$ cat src/rtl/rhs_pkg.sv
package rhs_pkg;

  typedef enum logic [3:0] {
    S_IDLE,
    S_WAKE,
    S_WAIT,
    S_ACK_LO,
    S_ACK_HI,
    S_BIT_LO,
    S_BIT_HI,
    S_CHECK,
    S_FAIL
  } rd_state_e;

  function automatic int us_cycles(input longint freq, input longint us);
    return int'((freq * us) / 64'd1_000_000);
  endfunction

endpackage

$ cat src/rtl/rhs_line_sync.sv
module rhs_line_sync #(
  parameter int STAGES = 2
) (
  input  logic clk_i,
  input  logic rst_ni,
  input  logic line_i,
  output logic level_o,
  output logic rise_o,
  output logic fall_o
);

  logic [STAGES-1:0] sync_q;
  logic              prev_q;

  // idle line reads high through the pull-up
  always_ff @(posedge clk_i or negedge rst_ni) begin
    if (!rst_ni) begin
      sync_q <= '1;
      prev_q <= 1'b1;
    end else begin
      sync_q <= {sync_q[STAGES-2:0], line_i};
      prev_q <= sync_q[STAGES-1];
    end
  end

  assign level_o = sync_q[STAGES-1];
  assign rise_o  = level_o & ~prev_q;
  assign fall_o  = ~level_o & prev_q;

endmodule

$ cat src/rtl/rhs_frame_shift.sv
module rhs_frame_shift #(
  parameter int NBITS = 40
) (
  input  logic             clk_i,
  input  logic             rst_ni,
  input  logic             clear_i,
  input  logic             shift_i,
  input  logic             bit_i,
  output logic [NBITS-1:0] frame_o,
  output logic             full_o,
  output logic             sum_ok_o
);

  localparam int NBYTES = NBITS / 8;
  localparam int CW     = $clog2(NBITS + 1);
  localparam logic [CW-1:0] CNT_FULL = CW'(NBITS);

  logic [NBITS-1:0] frame_q;
  logic [CW-1:0]    cnt_q;
  logic [7:0]       sum;

  always_ff @(posedge clk_i or negedge rst_ni) begin
    if (!rst_ni) begin
      frame_q <= '0;
      cnt_q   <= '0;
    end else if (clear_i) begin
      frame_q <= '0;
      cnt_q   <= '0;
    end else if (shift_i && cnt_q != CNT_FULL) begin
      frame_q <= {frame_q[NBITS-2:0], bit_i};
      cnt_q   <= cnt_q + 1'b1;
    end
  end

  // checksum over every byte above the last one
  always_comb begin
    sum = '0;
    for (int b = 1; b < NBYTES; b++) sum = sum + frame_q[b*8 +: 8];
  end

  assign frame_o  = frame_q;
  assign full_o   = (cnt_q == CNT_FULL);
  assign sum_ok_o = (sum == frame_q[7:0]);

  p_count_bound_r4: assert property (@(posedge clk_i) disable iff (!rst_ni)
    cnt_q <= CNT_FULL);

  p_count_clear_r4: assert property (@(posedge clk_i) disable iff (!rst_ni)
    clear_i |=> cnt_q == '0);

endmodule

$ cat src/rtl/rh_sensor_reader.sv
module rh_sensor_reader
  import rhs_pkg::*;
#(
  parameter longint CLK_FREQ = 27_000_000,
  parameter longint START_US = 18_000,
  parameter int     NBITS    = 40
) (
  input  logic       clk_i,
  input  logic       rst_ni,
  input  logic       start_i,
  input  logic       line_i,
  output logic       line_oe_o,
  output logic       busy_o,
  output logic       data_ready_o,
  output logic       error_o,
  output logic [7:0] humidity_o,
  output logic [7:0] temperature_o
);

  localparam int T_WAKE = us_cycles(CLK_FREQ, START_US);
  localparam int T_MIN  = us_cycles(CLK_FREQ, 20);
  localparam int T_MAX  = us_cycles(CLK_FREQ, 41);
  localparam int T_ONE  = us_cycles(CLK_FREQ, 60);
  localparam int T_TO   = us_cycles(CLK_FREQ, 100);
  localparam int T_TOP  = (T_WAKE > T_TO) ? T_WAKE : T_TO;
  localparam int CW     = $clog2(T_TOP + 2);

  localparam logic [CW-1:0] LIM_WAKE = CW'(T_WAKE - 1);
  localparam logic [CW-1:0] LIM_MIN  = CW'(T_MIN);
  localparam logic [CW-1:0] LIM_MAX  = CW'(T_MAX);
  localparam logic [CW-1:0] LIM_ONE  = CW'(T_ONE);
  localparam logic [CW-1:0] LIM_TO   = CW'(T_TO);

  rd_state_e        state_q, state_d;
  logic [CW-1:0]    cnt_q;
  logic             lvl, rise, fall;
  logic             accept, shift_en, full, sum_ok;
  logic [NBITS-1:0] frame;
  logic             ready_q;
  logic [7:0]       hum_q, tmp_q;

  rhs_line_sync #(.STAGES(2)) u_sync (
    .clk_i  (clk_i),
    .rst_ni (rst_ni),
    .line_i (line_i),
    .level_o(lvl),
    .rise_o (rise),
    .fall_o (fall)
  );

  rhs_frame_shift #(.NBITS(NBITS)) u_frame (
    .clk_i   (clk_i),
    .rst_ni  (rst_ni),
    .clear_i (accept),
    .shift_i (shift_en),
    .bit_i   (cnt_q > LIM_ONE),
    .frame_o (frame),
    .full_o  (full),
    .sum_ok_o(sum_ok)
  );

  assign accept   = start_i && (state_q == S_IDLE || state_q == S_FAIL);
  assign shift_en = (state_q == S_BIT_LO) && rise;

  always_comb begin
    state_d = state_q;
    unique case (state_q)
      S_IDLE, S_FAIL: if (start_i) state_d = S_WAKE;
      S_WAKE:   if (cnt_q == LIM_WAKE) state_d = S_WAIT;
      S_WAIT: begin
        if (fall) state_d = (cnt_q > LIM_MIN && cnt_q < LIM_MAX) ? S_ACK_LO : S_FAIL;
        else if (cnt_q >= LIM_MAX) state_d = S_FAIL;
      end
      S_ACK_LO: if (rise) state_d = S_ACK_HI; else if (cnt_q > LIM_TO) state_d = S_FAIL;
      S_ACK_HI: if (fall) state_d = S_BIT_LO; else if (cnt_q > LIM_TO) state_d = S_FAIL;
      S_BIT_LO: if (rise) state_d = S_BIT_HI; else if (cnt_q > LIM_TO) state_d = S_FAIL;
      S_BIT_HI: begin
        if (full) state_d = S_CHECK;
        else if (fall) state_d = S_BIT_LO;
        else if (cnt_q > LIM_TO) state_d = S_FAIL;
      end
      S_CHECK:  state_d = sum_ok ? S_IDLE : S_FAIL;
      default:  state_d = S_IDLE;
    endcase
  end

  always_ff @(posedge clk_i or negedge rst_ni) begin
    if (!rst_ni) begin
      state_q <= S_IDLE;
      cnt_q   <= '0;
      ready_q <= 1'b0;
      hum_q   <= '0;
      tmp_q   <= '0;
    end else begin
      state_q <= state_d;
      if (state_d != state_q || state_d == S_IDLE || state_d == S_FAIL) cnt_q <= '0;
      else cnt_q <= cnt_q + 1'b1;
      ready_q <= (state_q == S_CHECK) && sum_ok;
      if (state_q == S_CHECK && sum_ok) begin
        hum_q <= frame[NBITS-1 -: 8];
        tmp_q <= frame[NBITS-17 -: 8];
      end
    end
  end

  assign line_oe_o     = (state_q == S_WAKE);
  assign busy_o        = (state_q != S_IDLE) && (state_q != S_FAIL);
  assign error_o       = (state_q == S_FAIL);
  assign data_ready_o  = ready_q;
  assign humidity_o    = hum_q;
  assign temperature_o = tmp_q;

  p_oe_in_busy_r2: assert property (@(posedge clk_i) disable iff (!rst_ni)
    line_oe_o |-> busy_o);

  p_ready_pulse_r7: assert property (@(posedge clk_i) disable iff (!rst_ni)
    data_ready_o |=> !data_ready_o);

  p_ready_idle_r7: assert property (@(posedge clk_i) disable iff (!rst_ni)
    data_ready_o |-> !busy_o && !error_o);

  p_error_hold_r8: assert property (@(posedge clk_i) disable iff (!rst_ni)
    error_o && !start_i |=> error_o);

  p_error_clear_r8: assert property (@(posedge clk_i) disable iff (!rst_ni)
    error_o && start_i |=> !error_o && busy_o);

  p_no_rewake_r9: assert property (@(posedge clk_i) disable iff (!rst_ni)
    busy_o && !line_oe_o |=> !line_oe_o);

  p_hold_on_fail_r5: assert property (@(posedge clk_i) disable iff (!rst_ni)
    !data_ready_o |-> $stable(humidity_o) && $stable(temperature_o));

endmodule

$ cat config.mk
export PLATFORM = sky130hd
export DESIGN_NAME = rh_sensor_reader
export DESIGN_NICKNAME = d
export VERILOG_FILES = /design/src/rtl/rhs_pkg.sv /design/src/rtl/rhs_line_sync.sv /design/src/rtl/rhs_frame_shift.sv /design/src/rtl/rh_sensor_reader.sv
export SDC_FILE = /design/constraint.sdc
export NUM_CORES = 1
export LEC_CHECK = 0
export BUFFER_PORTS_ARGS = -buffer_cell sky130_fd_sc_hd__buf_2
export CORE_UTILIZATION = 60
export CTS_BUF_LIST = sky130_fd_sc_hd__clkbuf_8
export DETAILED_ROUTE_END_ITERATION = 7
export PLACE_DENSITY = 0.76
export SLEW_MARGIN = 20
export SYNTH_ARGS = -nofsm -noshare
export SYNTH_HDL_FRONTEND = slang
export SYNTH_SLANG_ARGS = --single-unit
export TNS_END_PERCENT = 100
$ cat constraint.sdc
create_clock -name clk_i -period 4.5 [get_ports clk_i]
set_input_delay 0.225 -clock clk_i [delete_from_list [all_inputs] [get_ports clk_i]]
set_output_delay 0.225 -clock clk_i [all_outputs]
set_load 0.005 [all_outputs]
# Word level (Yosys, flattened, before mapping)

Cells that the tools add are included.

Register bits after elaboration: 89
Output and inout port bits: 20
Word-level logic and storage cells: 69

Add/subtract/negate cells: 5
Order comparisons: 5
Equal/unequal tests: 15
Mux-type cells: 17
Bitwise logic cells: 4
Reduce and logical (&&, ||, !) cells: 14

Operators by type and width:

| cell                    | count |
|---|---|
| $mux W40                | 2 |
| $mux W4                 | 11 |
| $pmux W4 S8             | 1 |
| $add A8 B8 Y8           | 3 |
| $add A19 B1 Y19 const B | 1 |
| $eq A19 B19 Y1 const B  | 1 |
| $ge A19 B11 Y1 const B  | 1 |
| $gt A19 B10 Y1 const B  | 1 |
| $gt A19 B11 Y1 const B  | 1 |
| $gt A19 B12 Y1 const B  | 1 |
| $lt A19 B11 Y1 const B  | 1 |
| $mux W19                | 1 |
| $eq A4 B3 Y1 const B    | 4 |
| $mux W6                 | 2 |
| $eq A4 B2 Y1 const B    | 2 |
| $eq A4 B4 Y1 const B    | 2 |
| $eq A8 B8 Y1            | 1 |
| $logic_not A4 Y1        | 2 |
| $add A6 B1 Y6 const B   | 1 |
| $eq A6 B6 Y1 const B    | 1 |
| $logic_and A1 B1 Y1     | 6 |
| $ne A6 B6 Y1 const B    | 1 |
| $eq A4 B1 Y1 const B    | 1 |
| $ne A4 B4 Y1            | 1 |
| other kinds (7)         | 11 |

# Longest topological paths before layout

Gate-level depths: netlist of the first run.

Word-level depth: 10
Depth in mapped cells: 14

# Hierarchy

A second synthesis of the first run with hierarchy kept.

Cells, all modules: 567
Area, all modules: 5,196.2 um2

By module, submodules not included:

| module           | instances | cells each | area an instance (um2) |
|---|---|---|---|
| rhs_frame_shift  | 1         | 273        | 2,628.8 |
| rh_sensor_reader | 1         | 289        | 2,473.6 |
| rhs_line_sync    | 1         | 5          | 93.8 |

# Least setup slack after synthesis of the first run

Ideal clock, no wire load.

Kind: register -> register
Start: register u_frame.frame_q[9] (netlist: u_frame.frame_o[9])
End: register hum_q[0] (netlist: humidity_o[0])
Setup time: 125 ps
Arrival time: 3,842 ps
Required time: 4,375 ps
Setup slack: 533 ps
Cell stages (with the launch flop): 15
Clock period less this slack: 3,967 ps
Path through: dfrtp_1 -> fa_1 -> inv_1 -> fa_1 -> inv_1 -> ha_1 -> fa_1 -> xnor2_1 -> xnor2_1 -> nor4_1 -> nand3_1 -> nor3_1 -> nand4_1 -> clkbuf_1 -> mux2_2

Cells in the longest elaborated chain, start to end: 5

Ends and longest elaborated chain:

| item                       | line                    | source |
|---|---|---|
| from (decl)                | rhs_frame_shift.sv:18   | `logic [NBITS-1:0] frame_q;` |
| from (signal assigned)     | rhs_frame_shift.sv:30   | `frame_q <= {frame_q[NBITS-2:0], bit_i};` |
| $add A8 B8 Y8 (3 in a row) | rhs_frame_shift.sv:38   | `for (int b = 1; b < NBYTES; b++) sum = sum + frame_q[b*8 +: 8];` |
| $eq A8 B8 Y1               | rhs_frame_shift.sv:43   | `assign sum_ok_o = (sum == frame_q[7:0]);` |
| $logic_and A1 B1 Y1        | rh_sensor_reader.sv:99  | `if (state_q == S_CHECK && sum_ok) begin` |
| to (signal assigned)       | rh_sensor_reader.sv:100 | `hum_q <= frame[NBITS-1 -: 8];` |
| to (decl)                  | rh_sensor_reader.sv:40  | `logic [7:0] hum_q, tmp_q;` |

No other way between the ends.
A chain may end at the register's enable or synchronous reset.

# Worst setup path in the final report of the first run

Start: register u_frame.frame_q[9] (netlist: u_frame.frame_o[9])
End: register tmp_q[3] (netlist: temperature_o[3])

Cells in the longest elaborated chain, start to end: 5

Ends and longest elaborated chain:

| item                       | line                    | source |
|---|---|---|
| $add A8 B8 Y8 (3 in a row) | rhs_frame_shift.sv:38   |  |
| $eq A8 B8 Y1               | rhs_frame_shift.sv:43   |  |
| $logic_and A1 B1 Y1        | rh_sensor_reader.sv:99  |  |
| to (signal assigned)       | rh_sensor_reader.sv:101 | `tmp_q <= frame[NBITS-17 -: 8];` |
| to (decl)                  | rh_sensor_reader.sv:40  |  |

No other way between the ends.

==> flow_summary.yaml, run 1 <==
timing:
  worstMarginPinSlew_ns: 0.811
  tns_ns: 0
  min_period_ns: 4.02
  fmax_mhz: 249
  rsz0062_at_grt: "no"
  clock-skew-final_ns: 0.0191
  layout_worst_path_cycle_share: 0.893
  setup_violations: 0
  finalHoldViolCount: 0
  relSlewSlack: 0.459
  maxSlewViolCount: 0
setup_path:
  cp.arrival_ns: 4.28
  critPathRequiredTime_ns: 4.76
  crit_fanout: 17
  rrSetupSlack_ns: 0.48
  startpoint_type: "register"
  r2r_cells: 14
  r2r-end: "temperature_o[3]"
  end_kind: "register"
  timing.rr.start: "u_frame.frame_o[9]"
  critPathKind: "reg2reg"
synthesis:
  async_reset_ff_frac: 1.00
  synth_top_family_by_area: "simple AND/OR/NAND/NOR gates"
  synthMuxAreaShare: 0.0379
  ys_types: 60
  synth_seq_cells: 89
  synthesis.area_sq_um: 5020
  synth_xor_xnor_area_share: 0.0663
  synth_nets: 543
  ys_warn_count: 0
  synthSimpleGateAreaFrac: 0.235
  synth_edf_count: 0
  synthCells: 514
  synth_area_per_cell_sq_um: 9.76
  yosysSeqAreaShare: 0.445
  synth_fa_ha_area_frac: 0.0833
  synth_flop_cell: "dfrtp_1"
  synth-compound-area-share: 0.0845
global_routing:
  grt_antenna_before_repair: 0
  grt_pass1_wl_mm: 17.7
  grtUsageMet2: 0.411
  grt_use_total: 0.261
  top_usage_layer: "met2"
  overflow: 0
  grt_max_degree: 90
  use_met3: 0.0537
  grt_use_met1: 0.370
  grt_pass1_vias: 3693
routing:
  antenna_left: 0
  drt_iter0_drc: 283
  drcViolationCount: 0
  drt-pass1-iter-count: 5
  wl_per_cell_microns: 16.3
  vias_per_cell: 6.03
  vias: 3790
  wirelength_mm: 10.3
clock_tree:
  clock_sinks: 89
  cts_buffers: 9
  clkLatencyLatePin_ns: 0.37
  clock_path_buffers: 2
  post_cts_buffers: 0
  cts_max_level: 3
  root_buffer: "clkbuf_8"
  clkTransAtPathRegs_ns: 0.10
  tritoncts: "done"
floorplanning:
  rows: 32
  die_y_microns: 93.4
  dieArea_sq_um: 8730
  die_width_microns: 93.4
  core_sq_um: 7890
  start_util: 0.636
  io_pins: 24
outcome:
  status: "complete, no violations"
pwr:
  leakage_nw: 2.64
  cellPowerDensity_nw_per_um2: 298
  p_total_mw: 1.59
  vdd_ir_drop_max_mv: 0.222
min_path:
  hold_depth: 0
  min_from: "u_sync.sync_q[0]"
  hold_path_end: "u_sync.sync_q[1]"
  min-delay-path-class: "reg2reg"
finish:
  fillers: 604
  seqCellArea_sq_um: 2230
  multiInputGateArea_sq_um: 2540
  syn_to_final_growth_pct: 6.66
  drive_gt1_frac: 0.148
  antennaDiodeCount: 0
  final_net_count: 551
placement:
  hpwl_mm: 6.92
  place_congestion: 0.899
  place.port_buffers: 23
run:
  max_cap_violations: 0
==> critical path, cell delays in order, from the launching register on <==
cell,delay [ns]
dfrtp_1,0.42
fa_1,0.54
inv_1,0.05
fa_1,0.50
inv_1,0.04
ha_1,0.23
fa_1,0.42
xnor2_1,0.15
xnor2_1,0.12
nor4_1,0.34
nand3_1,0.12
nor3_1,0.30
nand4_1,0.13
buf_4,0.25
mux2_2,0.29
==> state kept, by name (all words and copies together), names as in the netlist <==
| signal | count |
|---|---|
| temperature_o | 8 |
| u_sync.sync_q | 2 |
| u_frame.cnt_q | 6 |
| cnt_q | 19 |
| u_frame.frame_o | 40 |
| data_ready_o | 1 |
| u_sync.prev_q | 1 |
| humidity_o | 8 |
| state_q | 4 |
==> through the flow <==
stage | cell area, sq um | setup WS [ns] | util | hold WS [ns] | instances
after floorplan | 5020 | 0.533 | - | -0.0706 | 514
after global placement | 5130 | 0.580 | 0.651 | 0.333 | 611
after detailed placement | 5130 | 0.496 | 0.651 | 0.332 | 611
after CTS | 5340 | 0.462 | 0.677 | 0.100 | 628
after global routing | 5350 | 0.272 | 0.678 | 0.368 | 629
final | 5350 | 0.483 | 0.678 | 0.363 | 629
==> layer usage <==
metal,vias to the layer above,wire length [microns]
met1,1868,4820
met2,106,4860
met5,-,0
met4,0,104
met3,11,486
li1,1805,-
==> layout make-up <==
cell class / count / area share
multi-input cells: 372 / 0.475
flip-flops and latches: 89 / 0.417
clock buffers: 9 / 0.0231
well taps: 102 / 0.0238
inverters: 20 / 0.0140
repair buffers: 30 / 0.0334
clock inverters: 7 / 0.0133
==> cells in the mapped netlist, types with 6 or more instances <==
library cell  instances  share of area
dfrtp_1              86           0.43
nand2_1              81          0.061
nand3_1              46          0.046
nor3_1               22          0.022
xnor2_1              22          0.038
clkbuf_1             20          0.015
inv_1                20          0.015
a21oi_1              16          0.016
mux2_2               16          0.036
xor2_1               16          0.028
nor2_1               15          0.011
o21ai_0              15          0.015
fa_1                 14          0.056
ha_1                 11          0.027
nor3_2               10          0.020
nand4_1               8          0.010
nor4_1                8          0.010
o31ai_1               8          0.012
buf_2                 7         0.0070
a31oi_1               6         0.0075
and3_1                6         0.0075
==> power breakdown <==
part | internal [mW] | switching [mW]
registers | 0.826 | 0.0437
logic | 0.0680 | 0.111
clock network | 0.217 | 0.328
total | 1.11 | 0.483
==> logic make-up (layout without fill, tap and decap cells) <==
family                   after synthesis  in the layout
XOR/XNOR                              38             38
AO/OA/AOI/OAI                         65             65
multiplexers                          17             17
adder cells (fa/ha/maj)               25             25
AND/OR/NAND/NOR                      227            227
buffers and inverters                 53             66
flip-flops                            89             89
==> worst max-delay path by stage <==
| stage | to | cells after the start | slack [ns] | startpoint |
|---|---|---|---|---|
| final | temperature_o[3] | 14 | 0.48 | u_frame.frame_o[9] |
| after global routing | temperature_o[3] | 14 | 0.27 | u_frame.frame_o[9] |
| after CTS | temperature_o[7] | 14 | 0.46 | u_frame.frame_o[9] |
| after detailed placement | temperature_o[7] | 14 | 0.50 | u_frame.frame_o[9] |
| after global placement | humidity_o[2] | 14 | 0.58 | u_frame.frame_o[9] |
| after floorplan | humidity_o[0] | 14 | 0.53 | u_frame.frame_o[9] |
==> cell usage in the layout, fill, tap and decap left out, drive strengths merged, types with 6 or more instances in the layout <==
| cell type | netlist | layout |
|---|---|---|
| a21oi | 16 | 16 |
| dfrtp | 86 | 86 |
| o31ai | 8 | 8 |
| clkbuf | 21 | 9 |
| mux2 | 16 | 16 |
| a31oi | 6 | 6 |
| nor3 | 32 | 32 |
| nand4 | 8 | 8 |
| nor2 | 15 | 15 |
| fa | 14 | 14 |
| o21ai | 15 | 15 |
| nand3 | 46 | 46 |
| buf | 12 | 28 |
| nand2 | 81 | 81 |
| ha | 11 | 11 |
| and3 | 7 | 7 |
| nor4 | 8 | 8 |
| inv | 20 | 24 |
| xor2 | 16 | 16 |
| xnor2 | 22 | 22 |
==> repair_timing <==
item                                   4_1_cts  5_1_grt
setup endpoints to repair                    0        0
gates resized for setup                      0        0
endpoints found under the hold margin        1       13
hold buffers                                 1        1
Note: power is estimated with default switching activity, not from simulation.
==> run 2, diff against run 1 <==
--- a/config.mk
+++ b/config.mk
@@ -13,5 +13,6 @@
 export SLEW_MARGIN = 20
 export SYNTH_ARGS = -nofsm -noshare
 export SYNTH_HDL_FRONTEND = slang
+export SYNTH_HIERARCHICAL = 1
 export SYNTH_SLANG_ARGS = --single-unit
 export TNS_END_PERCENT = 100
==> flow_summary.yaml, run 2 <==
synthesis:
  async_reset_ff_frac: 1.00
  yosysSeqAreaShare: 0.429
  synth_top_cell_area_share: 0.414
  synth.area.top_cells: "dfrtp_1, nand2_1, fa_1, a21oi_1, xnor2_1"
  ys_types: 60
  synthesis.area_sq_um: 5200
  synth_edf_count: 0
  synth_nets: 596
  synth.most_common_cell: "nand2_1"
  synth_seq_cells: 89
  synth_area_per_cell_sq_um: 9.16
  ys_warn_count: 6
  yosys-top-cells-count: "nand2_1, dfrtp_1, a21oi_1"
  synthCells: 567
  synth_flop_cell: "dfrtp_1"
  yosys.area.top_type: "dfrtp_1"
finish:
  syn_to_final_growth_pct: 7.01
  largest_reg_flops: 40
  final_util: 0.670
  final_cell_mix: "nand2_1, dfrtp_1, a21oi_1"
  layout_commonest_cell: "nand2_1"
  multiInputGateArea_sq_um: 2710
  stdcell_area_sq_um: 5560
  fin_cells: 685
  fillers: 667
  drive_gt1_frac: 0.157
  final_net_count: 603
  seqCellArea_sq_um: 2230
clock_tree:
  post_cts_buffers: 0
  cts_buffers: 9
  clock_sinks: 89
  clkTransAtPathRegs_ns: 0.09
  tritoncts: "done"
  clock_path_buffers: 2
  cts_max_level: 3
  root_buffer: "clkbuf_8"
  clkLatencyLatePin_ns: 0.36
timing:
  fin_ws_ns: 0.212
  setup_violations: 0
  rsz0062_at_grt: "no"
  clock-skew-final_ns: 0.0128
  fmax_mhz: 233
  relSlewSlack: 0.274
  layout_worst_path_cycle_share: 0.953
  maxSlewViolCount: 0
  min_period_ns: 4.29
  worstMarginPinSlew_ns: 1.09
  finalHoldViolCount: 0
  timing.hold.ws_ns: 0.188
  tns_ns: 0
routing:
  wirelength_mm: 11.2
  drt-pass1-iter-count: 5
  vias_per_cell: 5.85
  wl_per_cell_microns: 16.4
  drcViolationCount: 0
  vias: 4009
  drt_iter0_drc: 280
  antenna_left: 0
setup_path:
  critPathKind: "reg2reg"
  startpoint_type: "register"
  r2r_cells: 16
  cp_cell_sequence: "fa_1, inv_1, fa_1, inv_1, ha_1, fa_1, xor2_1, nor4_1, nand3_1, nor3_2, inv_1, a311oi_1, o21a_1, o221ai_4, buf_8, nor3_2"
  critPathRequiredTime_ns: 4.77
  end_kind: "register"
  cp.arrival_ns: 4.56
  crit_fanout: 11
  slowest_delay_ns: 0.54
  crit_path_top_delay_cell: "fa_1"
floorplanning:
  die_width_microns: 95.1
  start_util: 0.626
  dieArea_sq_um: 9040
  die_y_microns: 95.1
  rows: 33
  io_pins: 24
  core_sq_um: 8300
placement:
  placedCellCount: 666
  hpwl_mm: 7.62
  place.port_buffers: 23
  place_congestion: 0.912
  dp_slack_ns: 0.122
  place_area_sq_um: 5300
global_routing:
  grt_use_total: 0.275
  grt_use_met1: 0.396
  overflow: 0
  top_usage_layer: "met2"
  grt_pass1_wl_mm: 19.0
  grt_pass1_vias: 3886
  grtUsageMet2: 0.420
  grt_max_degree: 87
  grt_antenna_before_repair: 1
  use_met3: 0.0439
min_path:
  min-delay-path-class: "in2async"
outcome:
  status: "complete, no violations"
pwr:
  leakage_nw: 2.49
  cellPowerDensity_nw_per_um2: 254
  p_total_mw: 1.41
  vdd_ir_drop_max_mv: 0.157
run:
  max_cap_violations: 0
==> run 2: cell count changes after synthesis, sizes merged, moves of 5 or more <==
cell and delta:
buf +6, a21oi +37, mux2 -16, nor3 -5
clkbuf -5, nand3 -33, nand2 +77, o21ai -8
o31ai -7
==> run 2: per-layer routing <==
| metal | part of all wire | vias up |
|---|---|---|
| met5 | 0 | - |
| met4 | 0.015 | 0 |
| met3 | 0.050 | 17 |
| met2 | 0.47 | 127 |
| met1 | 0.47 | 1957 |
| li1 | - | 1908 |
==> run 2: path summary, 6_finish.rpt <==
path	slack (ns)	from	endpoint
setup / recovery	0.21	u_frame/frame_o[9]	cnt_q[10]
hold / removal	0.19	rst_ni	data_ready_o
setup reg to reg	0.21	u_frame/frame_o[9]	cnt_q[10]
hold reg to reg	0.36	u_sync/sync_q[0]	u_sync/sync_q[1]
max in group asynchronous	3.39	rst_ni	cnt_q[2]
min in group clk_i	0.26	start_i	state_q[3]
==> run 2: report_power, final <==
| part | internal [mW] | switching (mW) | leakage [nW] |
|---|---|---|---|
| Clock | 0.290 | 0.292 | 0.102 |
| Combinational | 0.00583 | 0.0198 | 1.41 |
| Sequential | 0.801 | 0.000611 | 0.973 |
| Total | 1.10 | 0.313 | 2.49 |
==> run 2: logic make-up after synthesis <==
group                      after synthesis  synth area share
and+or+nand+nor                        265             0.248
AOI/OAI and AO/OA                       90             0.122
DFF                                     89             0.429
buffers and inverters                   58            0.0537
xor gates and xnor gates                40            0.0674
adders and majority gates               25            0.0804
==> run 2: timing repair <==
item,4_1_cts,5_1_grt
hold endpoints to repair,4,0
hold buffers,2,0
gates resized for setup,0,3
endpoints found under the setup margin,0,11
==> run 2: area by class of cell <==
class / count / share of cell area
Tap cell: 105 / 0.0236
Clock buffer: 11 / 0.0272
Timing Repair Buffer: 30 / 0.0335
Clock inverter: 5 / 0.0113
Multi-Input combinational cell: 420 / 0.486
Inverter: 24 / 0.0162
Sequential cell: 89 / 0.401
Antenna cell: 1 / 0.000450
==> run 2: worst max-delay path: cells and delay by family (launching register included) <==
kind            cells  cell delay, ns
compound gates      3            0.67
xor+xnor            1            0.17
simple gates        4            0.85
flops               1            0.42
buf+inv             4            0.37
fa+ha+maj           4            1.70
==> run 3, diff against run 2 <==
--- a/config.mk
+++ b/config.mk
@@ -6,10 +6,11 @@
 export NUM_CORES = 1
 export LEC_CHECK = 0
 export BUFFER_PORTS_ARGS = -buffer_cell sky130_fd_sc_hd__buf_2
-export CORE_UTILIZATION = 60
+export CORE_UTILIZATION = 50
 export CTS_BUF_LIST = sky130_fd_sc_hd__clkbuf_8
 export DETAILED_ROUTE_END_ITERATION = 7
-export PLACE_DENSITY = 0.76
+export PLACE_DENSITY = 0.65
+export REMOVE_ABC_BUFFERS = 1
 export SLEW_MARGIN = 20
 export SYNTH_ARGS = -nofsm -noshare
 export SYNTH_HDL_FRONTEND = slang
==> constraint.sdc (replaced) <==
create_clock -name clk_i -period 4.5 [get_ports clk_i]
set_input_delay 1.125 -clock clk_i [delete_from_list [all_inputs] [get_ports clk_i]]
set_output_delay 1.125 -clock clk_i [all_outputs]
set_load 0.005 [all_outputs]
==> flow_summary.yaml, run 3 (synthesis gave the netlist of run 2 again) <==
outcome:
  status: "complete, no violations"
timing:
  maxSlewViolCount: 0
  tns_ns: 0
  setup_violations: 0
  finalHoldViolCount: 0
  relSlewSlack: 0.403
  rsz0062_at_grt: "no"
  clock-skew-final_ns: 0.0110
  timing.hold.ws_ns: 0.360
  layout_worst_path_cycle_share: 0.927
  min_period_ns: 4.17
  fmax_mhz: 240
  worstMarginPinSlew_ns: 0.895
setup_path:
  timing.rr.start: "u_frame/frame_o[9]"
  path_buf_inv: 4
  cpMostUsedCell: "inv_1"
  r2r_cells: 17
  cp_cell_sequence: "fa_1, inv_1, fa_1, inv_1, ha_1, fa_2, xnor2_2, xnor2_1, nor4_2, nand3_1, nor3_2, inv_1, a311oi_1, o21a_1, o221ai_2, buf_6, nor3_1"
  cpLargestDelayFamily: "adder cells"
  startpoint_type: "register"
  crit_fanout: 18
  crit_path_end: "cnt_q[7]"
  end_kind: "register"
  crit_path_top_delay_cell: "fa_1"
  path_depth: 17
  critPathRequiredTime_ns: 4.77
  critPathKind: "reg2reg"
  rrSetupSlack_ns: 0.33
  r2r-end: "cnt_q[7]"
  slowest_delay_ns: 0.55
  cp-startpoint: "u_frame/frame_o[9]"
  cp.arrival_ns: 4.44
clock_tree:
  root_buffer: "clkbuf_8"
  clock_sinks: 89
  clkLatencyLatePin_ns: 0.36
  tritoncts: "done"
  cts_max_level: 3
  cts_buffers: 9
  clkTransAtPathRegs_ns: 0.09
  clock_path_buffers: 2
  post_cts_buffers: 0
  ctsHoldBuffers: 0
pwr:
  vdd_ir_drop_max_mv: 0.123
  leakage_nw: 2.49
  cellPowerDensity_nw_per_um2: 255
global_routing:
  grt_antenna_before_repair: 0
  grt_use_total: 0.219
  grt_pass1_vias: 3808
  grt_max_degree: 73
  grt_pass1_wl_mm: 18.8
  overflow: 0
routing:
  drt-pass1-iter-count: 5
  drt_iter0_drc: 204
  vias: 3899
  antenna_left: 0
  vias_per_cell: 5.50
  drcViolationCount: 0
  wl_per_cell_microns: 15.2
  wirelength_mm: 10.8
floorplanning:
  dieArea_sq_um: 10800
  die_width_microns: 104
  core_sq_um: 9910
  io_pins: 24
  die_y_microns: 104
  start_util: 0.524
  rows: 36
run:
  max_cap_violations: 0
finish:
  drive_gt1_frac: 0.160
  antennaDiodeCount: 0
  final_cell_mix: "nand2_1, dfrtp_1, a21oi_1"
  largest_reg_flops: 40
  layout_commonest_cell: "nand2_1"
  fillers: 917
  final_util: 0.562
  seqCellArea_sq_um: 2230
  syn_to_final_growth_pct: 7.13
  multiInputGateArea_sq_um: 2710
  final_net_count: 601
placement:
  place_congestion: 0.878
  hpwl_mm: 7.15
  place.port_buffers: 23
min_path:
  min-delay-path-class: "reg2reg"
run 3: worst register-to-register path: stages, from the launching register on:
cell and delay [ns]:
dfrtp_1 0.42, fa_1 0.55, inv_1 0.05, fa_1 0.50
inv_1 0.04, ha_1 0.21, fa_2 0.38, xnor2_2 0.16
xnor2_1 0.14, nor4_2 0.30, nand3_1 0.12, nor3_2 0.16
inv_1 0.06, a311oi_1 0.26, o21a_1 0.18, o221ai_2 0.13
buf_6 0.21, nor3_1 0.21
run 3: worst min path at each step:
stage | from | endpoint | cells past startpoint
after floorplan | u_sync/sync_q[0] | u_sync/sync_q[1] | 0
after global placement | u_sync/sync_q[0] | u_sync/sync_q[1] | 0
after detailed placement | u_sync/sync_q[0] | u_sync/sync_q[1] | 0
after CTS | u_sync/sync_q[0] | u_sync/sync_q[1] | 0
after global routing | u_sync/sync_q[0] | u_sync/sync_q[1] | 0
final | u_sync/sync_q[0] | u_sync/sync_q[1] | 0
run 3: what timing repair did:
action,CTS,global route
gates resized for setup,0,4
endpoints found under the hold margin,0,0
endpoints found under the setup margin,0,18
run 3: power by group:
| group | internal [mW] | switching, mW | total (mW) |
|---|---|---|---|
| sequential | 0.801 | 0.000611 | 0.802 |
| clock | 0.308 | 0.285 | 0.593 |
| combinational | 0.00438 | 0.0193 | 0.0237 |
| total | 1.11 | 0.305 | 1.42 |
run 3: cell type report:
type	count	share of cell area
inverters	24	0.0162
multi-input cells	420	0.487
clock inverters	6	0.0153
flip-flops and latches	89	0.401
repair buffers	28	0.0285
clock buffers	9	0.0223
well taps	133	0.0299
run 3: routing by layer:
metal	global-route usage	part of all wire
met1	0.315	0.48
met2	0.333	0.46
met3	0.0282	0.037
met4	0.0939	0.020
met5	0	0
run 3: stage by stage:
stage          setup slack (ns)  power [mW]  cell area [sq um]  cells
5_1_grt                  0.0464        1.47               5570    709
4_1_cts                   0.197        1.44               5550    709
3_3_place_gp              0.399       0.843               5340    694
6_report                  0.327        1.42               5570    709
2_1_floorplan            0.0375       0.823               5010    533
3_5_place_dp              0.225       0.843               5340    694
